<file path="src/rtl/dma_term_pkg.sv">
package dma_term_pkg;
  localparam int ST_W = 6;

  // status bit index of each end cause
  typedef enum logic [2:0] {
    END_DONE = 3'd0,
    END_STOP = 3'd1,
    END_HALT = 3'd2,
    END_LERR = 3'd3,
    END_VERR = 3'd4,
    END_PERR = 3'd5
  } end_e;

  typedef enum logic [1:0] {
    S_IDLE  = 2'd0,
    S_RUN   = 2'd1,
    S_DRAIN = 2'd2
  } st_e;
endpackage

</file>
<file path="src/rtl/dma_go_check.sv">
module dma_go_check #(
  parameter int ALIGN_W = 3
) (
  input  logic               master_en,
  input  logic [ALIGN_W-1:0] src_lo,
  input  logic [ALIGN_W-1:0] dst_lo,
  output logic               prog_ok
);
  // both ends must share the same offset inside a beat
  assign prog_ok = master_en && (src_lo == dst_lo);
endmodule

</file>
<file path="src/rtl/dma_flow_track.sv">
module dma_flow_track #(
  parameter int CNT_W      = 24,
  parameter int OCC_W      = 10,
  parameter int BEAT_BYTES = 8,
  parameter int FIFO_BYTES = 512,
  parameter int PKT_BEATS  = 4
) (
  input  logic             clk,
  input  logic             rst,
  input  logic             load,
  input  logic [CNT_W-1:0] len,
  input  logic             rd_fire,
  input  logic             wr_fire,
  output logic [CNT_W-1:0] remain,
  output logic [OCC_W-1:0] level,
  output logic             pkt_edge,
  output logic             room
);
  localparam int PK_W = (PKT_BEATS > 1) ? $clog2(PKT_BEATS) : 1;
  localparam logic [OCC_W-1:0] BEAT_O  = OCC_W'(BEAT_BYTES);
  localparam logic [CNT_W-1:0] BEAT_C  = CNT_W'(BEAT_BYTES);
  localparam logic [OCC_W-1:0] ROOM_LIM = OCC_W'(FIFO_BYTES - BEAT_BYTES);
  localparam logic [PK_W-1:0]  PK_LAST  = PK_W'(PKT_BEATS - 1);

  logic [PK_W-1:0] pkt_cnt;

  always_ff @(posedge clk) begin
    if (rst) begin
      remain  <= '0;
      level   <= '0;
      pkt_cnt <= '0;
    end else if (load) begin
      remain  <= len;
      level   <= '0;
      pkt_cnt <= '0;
    end else begin
      if (rd_fire) begin
        remain  <= remain - BEAT_C;
        pkt_cnt <= (pkt_cnt == PK_LAST) ? '0 : pkt_cnt + 1'b1;
      end
      case ({rd_fire, wr_fire})
        2'b10:   level <= level + BEAT_O;
        2'b01:   level <= level - BEAT_O;
        default: level <= level;
      endcase
    end
  end

  assign pkt_edge = (pkt_cnt == '0);
  assign room     = (level <= ROOM_LIM);
endmodule

</file>
<file path="src/rtl/dma_status_irq.sv">
module dma_status_irq
  import dma_term_pkg::*;
(
  input  logic            clk,
  input  logic            rst,
  input  logic            clear_all,
  input  logic            post,
  input  end_e            cause,
  input  logic [ST_W-1:0] w1c,
  input  logic [ST_W-1:0] int_en,
  output logic [ST_W-1:0] status,
  output logic            irq
);
  logic [ST_W-1:0] st_d;

  always_comb begin
    st_d = status & ~w1c;
    if (clear_all) st_d = '0;
    if (post)      st_d = ST_W'(1) << cause;
  end

  always_ff @(posedge clk) begin
    if (rst) begin
      status <= '0;
      irq    <= 1'b0;
    end else begin
      status <= st_d;
      irq    <= |(st_d & int_en);
    end
  end
endmodule

</file>
<file path="src/rtl/dma_term_ctrl.sv">
module dma_term_ctrl
  import dma_term_pkg::*;
#(
  parameter int CNT_W      = 24,
  parameter int BEAT_BYTES = 8,
  parameter int FIFO_BYTES = 512,
  parameter int PKT_BEATS  = 4,
  localparam int ALIGN_W   = (BEAT_BYTES > 1) ? $clog2(BEAT_BYTES) : 1,
  localparam int OCC_W     = $clog2(FIFO_BYTES + 1)
) (
  input  logic               clk,
  input  logic               rst,
  input  logic               go,
  input  logic               master_en,
  input  logic               src_local,
  input  logic [ALIGN_W-1:0] src_lo,
  input  logic [ALIGN_W-1:0] dst_lo,
  input  logic [CNT_W-1:0]   xfer_len,
  input  logic               stop_req,
  input  logic               halt_req,
  output logic               rd_req,
  input  logic               rd_ack,
  input  logic               rd_err,
  output logic               wr_req,
  input  logic               wr_ack,
  input  logic               wr_err,
  input  logic [ST_W-1:0]    int_en,
  input  logic [ST_W-1:0]    stat_clr,
  output logic               active,
  output logic [ST_W-1:0]    status,
  output logic [CNT_W-1:0]   remain,
  output logic [OCC_W-1:0]   level,
  output logic               irq
);
  st_e  st;
  logic stop_q, halt_q, loc_q;
  logic prog_ok, start, refuse;
  logic pkt_edge, room;
  logic rd_fire, wr_fire, src_fail, dst_fail, finish, post;
  end_e cause;

  dma_go_check #(.ALIGN_W(ALIGN_W)) u_chk_go (
    .master_en(master_en), .src_lo(src_lo), .dst_lo(dst_lo), .prog_ok(prog_ok)
  );

  assign active = (st != S_IDLE);
  assign start  = go && !active && prog_ok;
  assign refuse = go && !active && !prog_ok;

  // requests are decoded from registered state only
  assign rd_req = (st == S_RUN) && (remain != '0) && room && !stop_q
                  && !(halt_q && pkt_edge);
  assign wr_req = active && (level != '0);

  assign src_fail = rd_req && rd_err;
  assign dst_fail = wr_req && wr_err;
  assign rd_fire  = rd_req && rd_ack && !rd_err;
  assign wr_fire  = wr_req && wr_ack && !wr_err;
  assign finish   = active && !rd_req && (level == '0);
  assign post     = refuse || dst_fail || finish;

  dma_flow_track #(
    .CNT_W(CNT_W), .OCC_W(OCC_W), .BEAT_BYTES(BEAT_BYTES),
    .FIFO_BYTES(FIFO_BYTES), .PKT_BEATS(PKT_BEATS)
  ) u_flow (
    .clk(clk), .rst(rst), .load(start), .len(xfer_len),
    .rd_fire(rd_fire), .wr_fire(wr_fire),
    .remain(remain), .level(level), .pkt_edge(pkt_edge), .room(room)
  );

  // end cause, highest priority first
  always_comb begin
    if (refuse)              cause = END_PERR;
    else if (dst_fail)       cause = loc_q ? END_VERR : END_LERR;
    else if (st == S_DRAIN)  cause = loc_q ? END_LERR : END_VERR;
    else if (remain == '0)   cause = END_DONE;
    else if (stop_q)         cause = END_STOP;
    else                     cause = END_HALT;
  end

  always_ff @(posedge clk) begin
    if (rst) begin
      st     <= S_IDLE;
      stop_q <= 1'b0;
      halt_q <= 1'b0;
      loc_q  <= 1'b0;
    end else if (start) begin
      st     <= S_RUN;
      stop_q <= 1'b0;
      halt_q <= 1'b0;
      loc_q  <= src_local;
    end else if (active) begin
      if (stop_req) stop_q <= 1'b1;
      if (halt_req) halt_q <= 1'b1;
      if (dst_fail || finish) st <= S_IDLE;
      else if (src_fail)      st <= S_DRAIN;
    end
  end

  dma_status_irq u_stat (
    .clk(clk), .rst(rst), .clear_all(start), .post(post), .cause(cause),
    .w1c(stat_clr), .int_en(int_en), .status(status), .irq(irq)
  );
endmodule

</file>
<file path="config.mk">
export PLATFORM = sky130hd
export DESIGN_NAME = dma_term_ctrl
export DESIGN_NICKNAME = d
export VERILOG_FILES = /design/src/rtl/dma_term_pkg.sv /design/src/rtl/dma_go_check.sv /design/src/rtl/dma_flow_track.sv /design/src/rtl/dma_status_irq.sv /design/src/rtl/dma_term_ctrl.sv
export SDC_FILE = /design/constraint.sdc
export NUM_CORES = 1
export LEC_CHECK = 0
export BUFFER_PORTS_ARGS = -buffer_cell sky130_fd_sc_hd__buf_2
export CAP_MARGIN = 20
export CORE_ASPECT_RATIO = 0.5
export CORE_UTILIZATION = 50
export CTS_BUF_LIST = sky130_fd_sc_hd__clkbuf_8
export DETAILED_ROUTE_END_ITERATION = 8
export MAX_ROUTING_LAYER = met4
export PLACE_DENSITY_LB_ADDON = 0.12
export SLEW_MARGIN = 20
export SYNTH_ARGS = -nofsm -noshare
export SYNTH_HDL_FRONTEND = slang
export SYNTH_SLANG_ARGS = --single-unit
</file>
<file path="constraint.sdc">
create_clock -name clk -period 4.59 [get_ports clk]
set_input_delay 0.2295 -clock clk [delete_from_list [all_inputs] [get_ports clk]]
set_output_delay 0.2295 -clock clk [all_outputs]
set_load 0.02 [all_outputs]
</file>
; Yosys cells after proc, flatten, opt, wreduce, memory -nomap -nowiden
; Cells that the tools add are included.
[word_totals]
output_inout_bits = 44
register_bits = 48
in_bits = 53
[classes]
add_sub_neg = 4
bitwise_logic = 3
n_eq_ne = 6
shifts = 1
n_mux = 17
n_lt_le_gt_ge = 1
reduce_logical = 45
[ops]
columns = operator, n
row1 = $mux 24, 2
row2 = $logic_not 24->1, 1
row3 = $reduce_bool 24->1, 1
row4 = $sub 24x4->24 const B, 1
row5 = $pmux 10 s2, 1
row6 = $logic_and 1x1->1, 18
row7 = $mux 3, 5
row8 = $and 6x6->6, 2
row9 = $mux 6, 2
row10 = $add 10x4->10 const B, 1
row11 = $le 10x9->1 const B, 1
row12 = $logic_not 10->1, 1
row13 = $mux 2, 5
row14 = $reduce_bool 10->1, 1
row15 = $reduce_bool 2->1, 5
row16 = $sub 10x4->10 const B, 1
row17 = $reduce_and 2->1, 4
row18 = $logic_not 1->1, 7
row19 = $eq 2x2->1 const B, 3
row20 = $not 6->6, 1
row21 = $reduce_or 6->1, 1
row22 = $shl 1x3->6 const A, 1
row23 = $eq 2x1->1 const B, 2
row24 = $eq 3x3->1, 1
row25 = other kinds (6), 9

; Depth between registers and ports, before layout
[depth]
depth_word = 12
ltp_mapped = 16
depth_no_buf = 15

; Cells and area by module
; A second synthesis with hierarchy kept.
[unflattened]
hier_cells = 330
area_unflattened_um2 = 2797.7
[modules_own_cells]
columns = module, area_each_um2, seq_area_each_um2, n_inst, cells_per_inst
row1 = dma_flow_track, 1954.4, 660.6, 1, 231
row2 = dma_term_ctrl, 445.4, 100.1, 1, 56
row3 = dma_status_irq, 362.8, 140.1, 1, 39
row4 = dma_go_check, 35.0, 0.0, 1, 4

; Least setup slack after synthesis
; No wires, ideal clock.
[synth_path]
kind = flip-flop to flip-flop
startpoint = register u_flow.remain[5]
endpoint = register u_flow.level[9]
setup_time_ps = 71
path_slack_ps = 852
synth_period_minus_slack_ps = 3738
stages_incl_launch_ff = 16
required_time_ps = 4519
arrival_time_ps = 3667
cell_sequence = dfxtp_1 > nor4_4 > nand3_4 > o211a_1 > inv_2 > buf_1 > ha_1 > inv_1 > fa_1 > nor2b_1 > o21ai_0 > a21boi_0 > o21ai_0 > and3_1 > or4_1 > a21oi_1
[synth_between]
elab_chain_cells = 9
[synth_rtl]
columns = element, line
row1 = "start, declared", dma_flow_track.sv:14  ; output logic [CNT_W-1:0] remain,
row2 = "start signal, assigned", dma_flow_track.sv:33  ; remain <= len;
row3 = "start signal, assigned", dma_flow_track.sv:38  ; remain <= remain - BEAT_C;
row4 = $reduce_bool 24->1 (*), dma_term_ctrl.sv:51  ; assign rd_req = (st == S_RUN) && (remain != '0) && room && !stop_q
row5 = $logic_and 1x1->1 (*) (3 in series), dma_term_ctrl.sv:51
row6 = $logic_and 1x1->1 (*), dma_term_ctrl.sv:52  ; && !(halt_q && pkt_edge);
row7 = $logic_and 1x1->1 (*) (2 in series), dma_term_ctrl.sv:57  ; assign rd_fire = rd_req && rd_ack && !rd_err;
row8 = $eq 2x1->1 / $eq 2x2->1 (equally long branches), dma_flow_track.sv:41  ; case ({rd_fire, wr_fire})
row9 = $pmux 10 s2 / $reduce_bool 2->1 (equally long branches), --
row10 = "end signal, assigned", dma_flow_track.sv:42  ; 2'b10: level <= level + BEAT_O;
row11 = "end signal, assigned", dma_flow_track.sv:43  ; 2'b01: level <= level - BEAT_O;
row12 = "end signal, assigned", dma_flow_track.sv:44  ; default: level <= level;
row13 = "end, declared", dma_flow_track.sv:15  ; output logic [OCC_W-1:0] level,
; Every way passes the cells marked *; elsewhere a longest branch is shown, timed or not.
; A chain may end at the register's enable or synchronous reset.

; Worst setup path after layout
[layout_path]
startpoint = register u_flow.remain[18]
endpoint = register u_flow.level[9]
; The elaborated chain is that of the path after synthesis.

==> results.ini <==
[logic_synthesis]
ys_async_sr_fraction_pct = 0
synth_seq_cells = 45
yosysWarnings = 0
synth-main-ff-cell = dfxtp_1
yosysSeqAreaShare_pct = 34.8
synth_cells = 319
synth_edf_count = 0
yosysUniqueCellTypes = 61
post_synth.cell_area_avg_um2 = 8.12
synth_top_cell_by_area = dfxtp_1
synth_top_area_share_pct = 34.8
synth_area_leaders = dfxtp_1 35%, a21oi_1 6.0%, nor2_1 5.6%
netlist_area_um2 = 2590

[cts]
post-cts-setup-buffer-count = 0
clock_path_buffers = 2
cts_tree = done
cts_sinks = 45
cts_root_buf = clkbuf_8
cts_hold_buf = 0
clk_latency_ns = 0.29
numCtsBuffers = 5
clk_pin_slew_ns = 0.08
htreeDepth = 2
cts-resized-gates = 0

[power_and_ir_drop]
total_power_uw = 797
intPower_uw = 574
p_clk_share_pct = 31.0
power_density_nw_per_um2 = 252
vdd_ir_drop_max_v = 0.000153
p_sw_uw = 223
power_frac_comb_pct = 17.6
switching_share_pct = 28.0
power_frac_seq_pct = 51.5
p_leak_nw = 1.43

[setup_path]
cp_data_required_time_ns = 4.81
cp_num_buf_inv = 2
crit_top_cell = o21ai_0
reg2reg_depth = 14
rr_startpoint = u_flow.remain[18]
criticalPathCategory = register to register
r2r_slack_ns = 0.61
startpoint_type = register
end_kind = register
crit_path_cell_trace = nor4_2 > nand4_1 > o211a_1 > inv_2 > ha_1 > inv_1 > fa_1 > nor2b_1 > o21ai_0 > a21boi_0 > o21ai_0 > and3_1 > or4_1 > a21oi_1
critPathLaunch = u_flow.remain[18]
crit_path_max_incr_delay_ns = 0.41
crit_slowest_cell = fa_1
critPathTopFamily = simple AND/OR/NAND/NOR gates
crit_path_max_fanout = 19
arrival_ns = 4.20
rr_endpoint = u_flow.level[9]

[sta]
hold_viol_final = 0
layout_min_cycle_time_ns = 3.98
finalCritPeriodShare_pct = 86.8
finalSetupViolations = 0
max-slew-margin-rel_pct = 43.2
setup_tns_ns = 0
max_freq_mhz = 251
finClkSkew_ns = 0.00484
holdWs_ns = 0.163
finalMaxSlewViolations = 0
worst_pin_slew_ns = 0.849
rsz0062_at_grt = false

[floorplanning]
std_cell_rows = 18
die_h_um = 52.9
initial_core_util_pct = 52.3
core_area_um2 = 4950
dieArea_um2 = 5490
ios = 97
chipWidth_um = 104

[routing]
dr.pass1.iters = 5
ant_nets = 0
drcViolationCount = 0
wl_per_cell_um = 14.4
drt-total-wl_um = 6810
drt_iter0_drc = 113
viasPerCell = 5.52
num_vias = 2615

[final_layout]
nets = 467
fin_area_um2 = 3160
utilization_pct = 63.9
synthToLayoutAreaGrowth_pct = 22.1
n_antenna_cell = 0
drive_gt1_share_pct = 28.2

[placed_design]
gp_congestion = 0.827
portBuffers = 93
dp_hpwl_um = 4940
dpl_cell_area_um2 = 3080

[hold_path]
holdPathEnd = halt_q
min_path_cells = 3
hp-class = input pin to register
hold_start = halt_req

[run]
cap_viol_max_count = 0

[status]
status = complete, no violations

[global_route]
antenna_found_initial = 0
grt_usage_pct = 26.2
grt_max_degree = 39
grt_pass1_vias = 2310
grt_pass1_wl_um = 10900
grt-ovfl-total = 0

[metal layers]
layer / track usage, % / routed length (um) / up-vias
met4: 4.29 / 13 / 0
met5: - / 0 / -
met2: 44.0 / 3160 / 79
li1: - / - / 1313
met3: 5.05 / 362 / 2
met1: 33.8 / 3270 / 1221
[layout make-up]
| type | instances | area [um^2] |
|---|---|---|
| clock buffers | 6 | 82.6 |
| inverters | 16 | 60.1 |
| repair buffers | 94 | 473 |
| well taps | 70 | 87.6 |
| fillers | 464 | 1790 |
| multi-input cells | 242 | 1560 |
| clock inverters | 1 | 3.75 |
| flip-flops and latches | 45 | 901 |
[synth_stat cells, types with 3 or more instances]
cell type	n
o21bai_1	3
o21ai_0	11
nor2_1	39
ha_1	9
nor3_1	10
nor2b_1	8
or3_1	3
a21oi_1	31
xnor2_1	10
a31oi_1	3
nor4_1	7
clkbuf_1	11
a211oi_1	10
o211ai_1	4
xor2_1	4
buf_4	3
dfxtp_1	45
o211a_1	3
nand2_1	30
mux2i_1	3
inv_1	15
nand3b_1	6
[worst register-to-register path: cells and delay by family (launching register included)]
kind / cells / cell delay, ns
AND/OR/NAND/NOR: 5 / 1.39
AO/OA/AOI/OAI: 5 / 1.05
adder cells (fa/ha/maj): 2 / 0.76
flip-flops: 1 / 0.37
buffers and inverters: 2 / 0.36
[through the flow]
step	std cells	worst slack, ns
2_1_floorplan	321	0.852
3_3_place_gp	467	0.958
3_5_place_dp	467	0.738
4_1_cts	474	0.616
5_1_grt	474	0.270
6_report	474	0.608
[logic make-up after synthesis]
| family | after synthesis | share of synthesized area [%] |
|---|---|---|
| other cells | 1 | 0.145 |
| compound gates | 86 | 22.5 |
| simple gates | 125 | 25.7 |
| flops | 45 | 34.8 |
| buf+inv | 34 | 5.46 |
| xor+xnor | 14 | 4.73 |
| fa+ha+maj | 10 | 5.12 |
| mux | 4 | 1.59 |
[layout by cell type (no fill, tap or decap), types with 3 or more instances in the layout]
cell       n
buf_2     93
dfxtp_1   45
nor2_1    39
a21oi_1   31
nand2_1   30
inv_1     16
o21ai_0   11
nor3_1    10
xnor2_1   10
a211oi_1  10
ha_1       9
nor2b_1    8
nor4_1     7
nand3b_1   6
clkbuf_8   6
xor2_1     4
o211ai_1   4
o211a_1    3
a31oi_1    3
mux2i_1    3
o21bai_1   3
or3_1      3
conb_1     3
[worst max-delay path by stage]
| stage | to | depth (start not counted) |
|---|---|---|
| floorplan | u_flow.level[9] | 15 |
| global placement | u_flow.level[9] | 14 |
| detailed placement | u_flow.level[9] | 14 |
| CTS | u_flow.level[9] | 14 |
| global route | u_flow.level[9] | 14 |
| finish | u_flow.level[9] | 14 |
[power groups by stage]
stage	Clock, mW	Combinational (mW)	Sequential [mW]
after global routing	0.271	0.156	0.412
final	0.247	0.140	0.411
after CTS	0.253	0.139	0.410
after detailed placement	0	0.138	0.420
after floorplan	0	0.0826	0.427
after global placement	0	0.136	0.419
[flip-flops by register name (all words and copies together), names as in the netlist]
register and flops:
halt_q 1, loc_q 1, st 2, stop_q 1, u_flow.level 7, u_flow.pkt_cnt 2, u_flow.remain 24, u_stat.irq 1
u_stat.status 6
(Power assumes the default switching activity.)
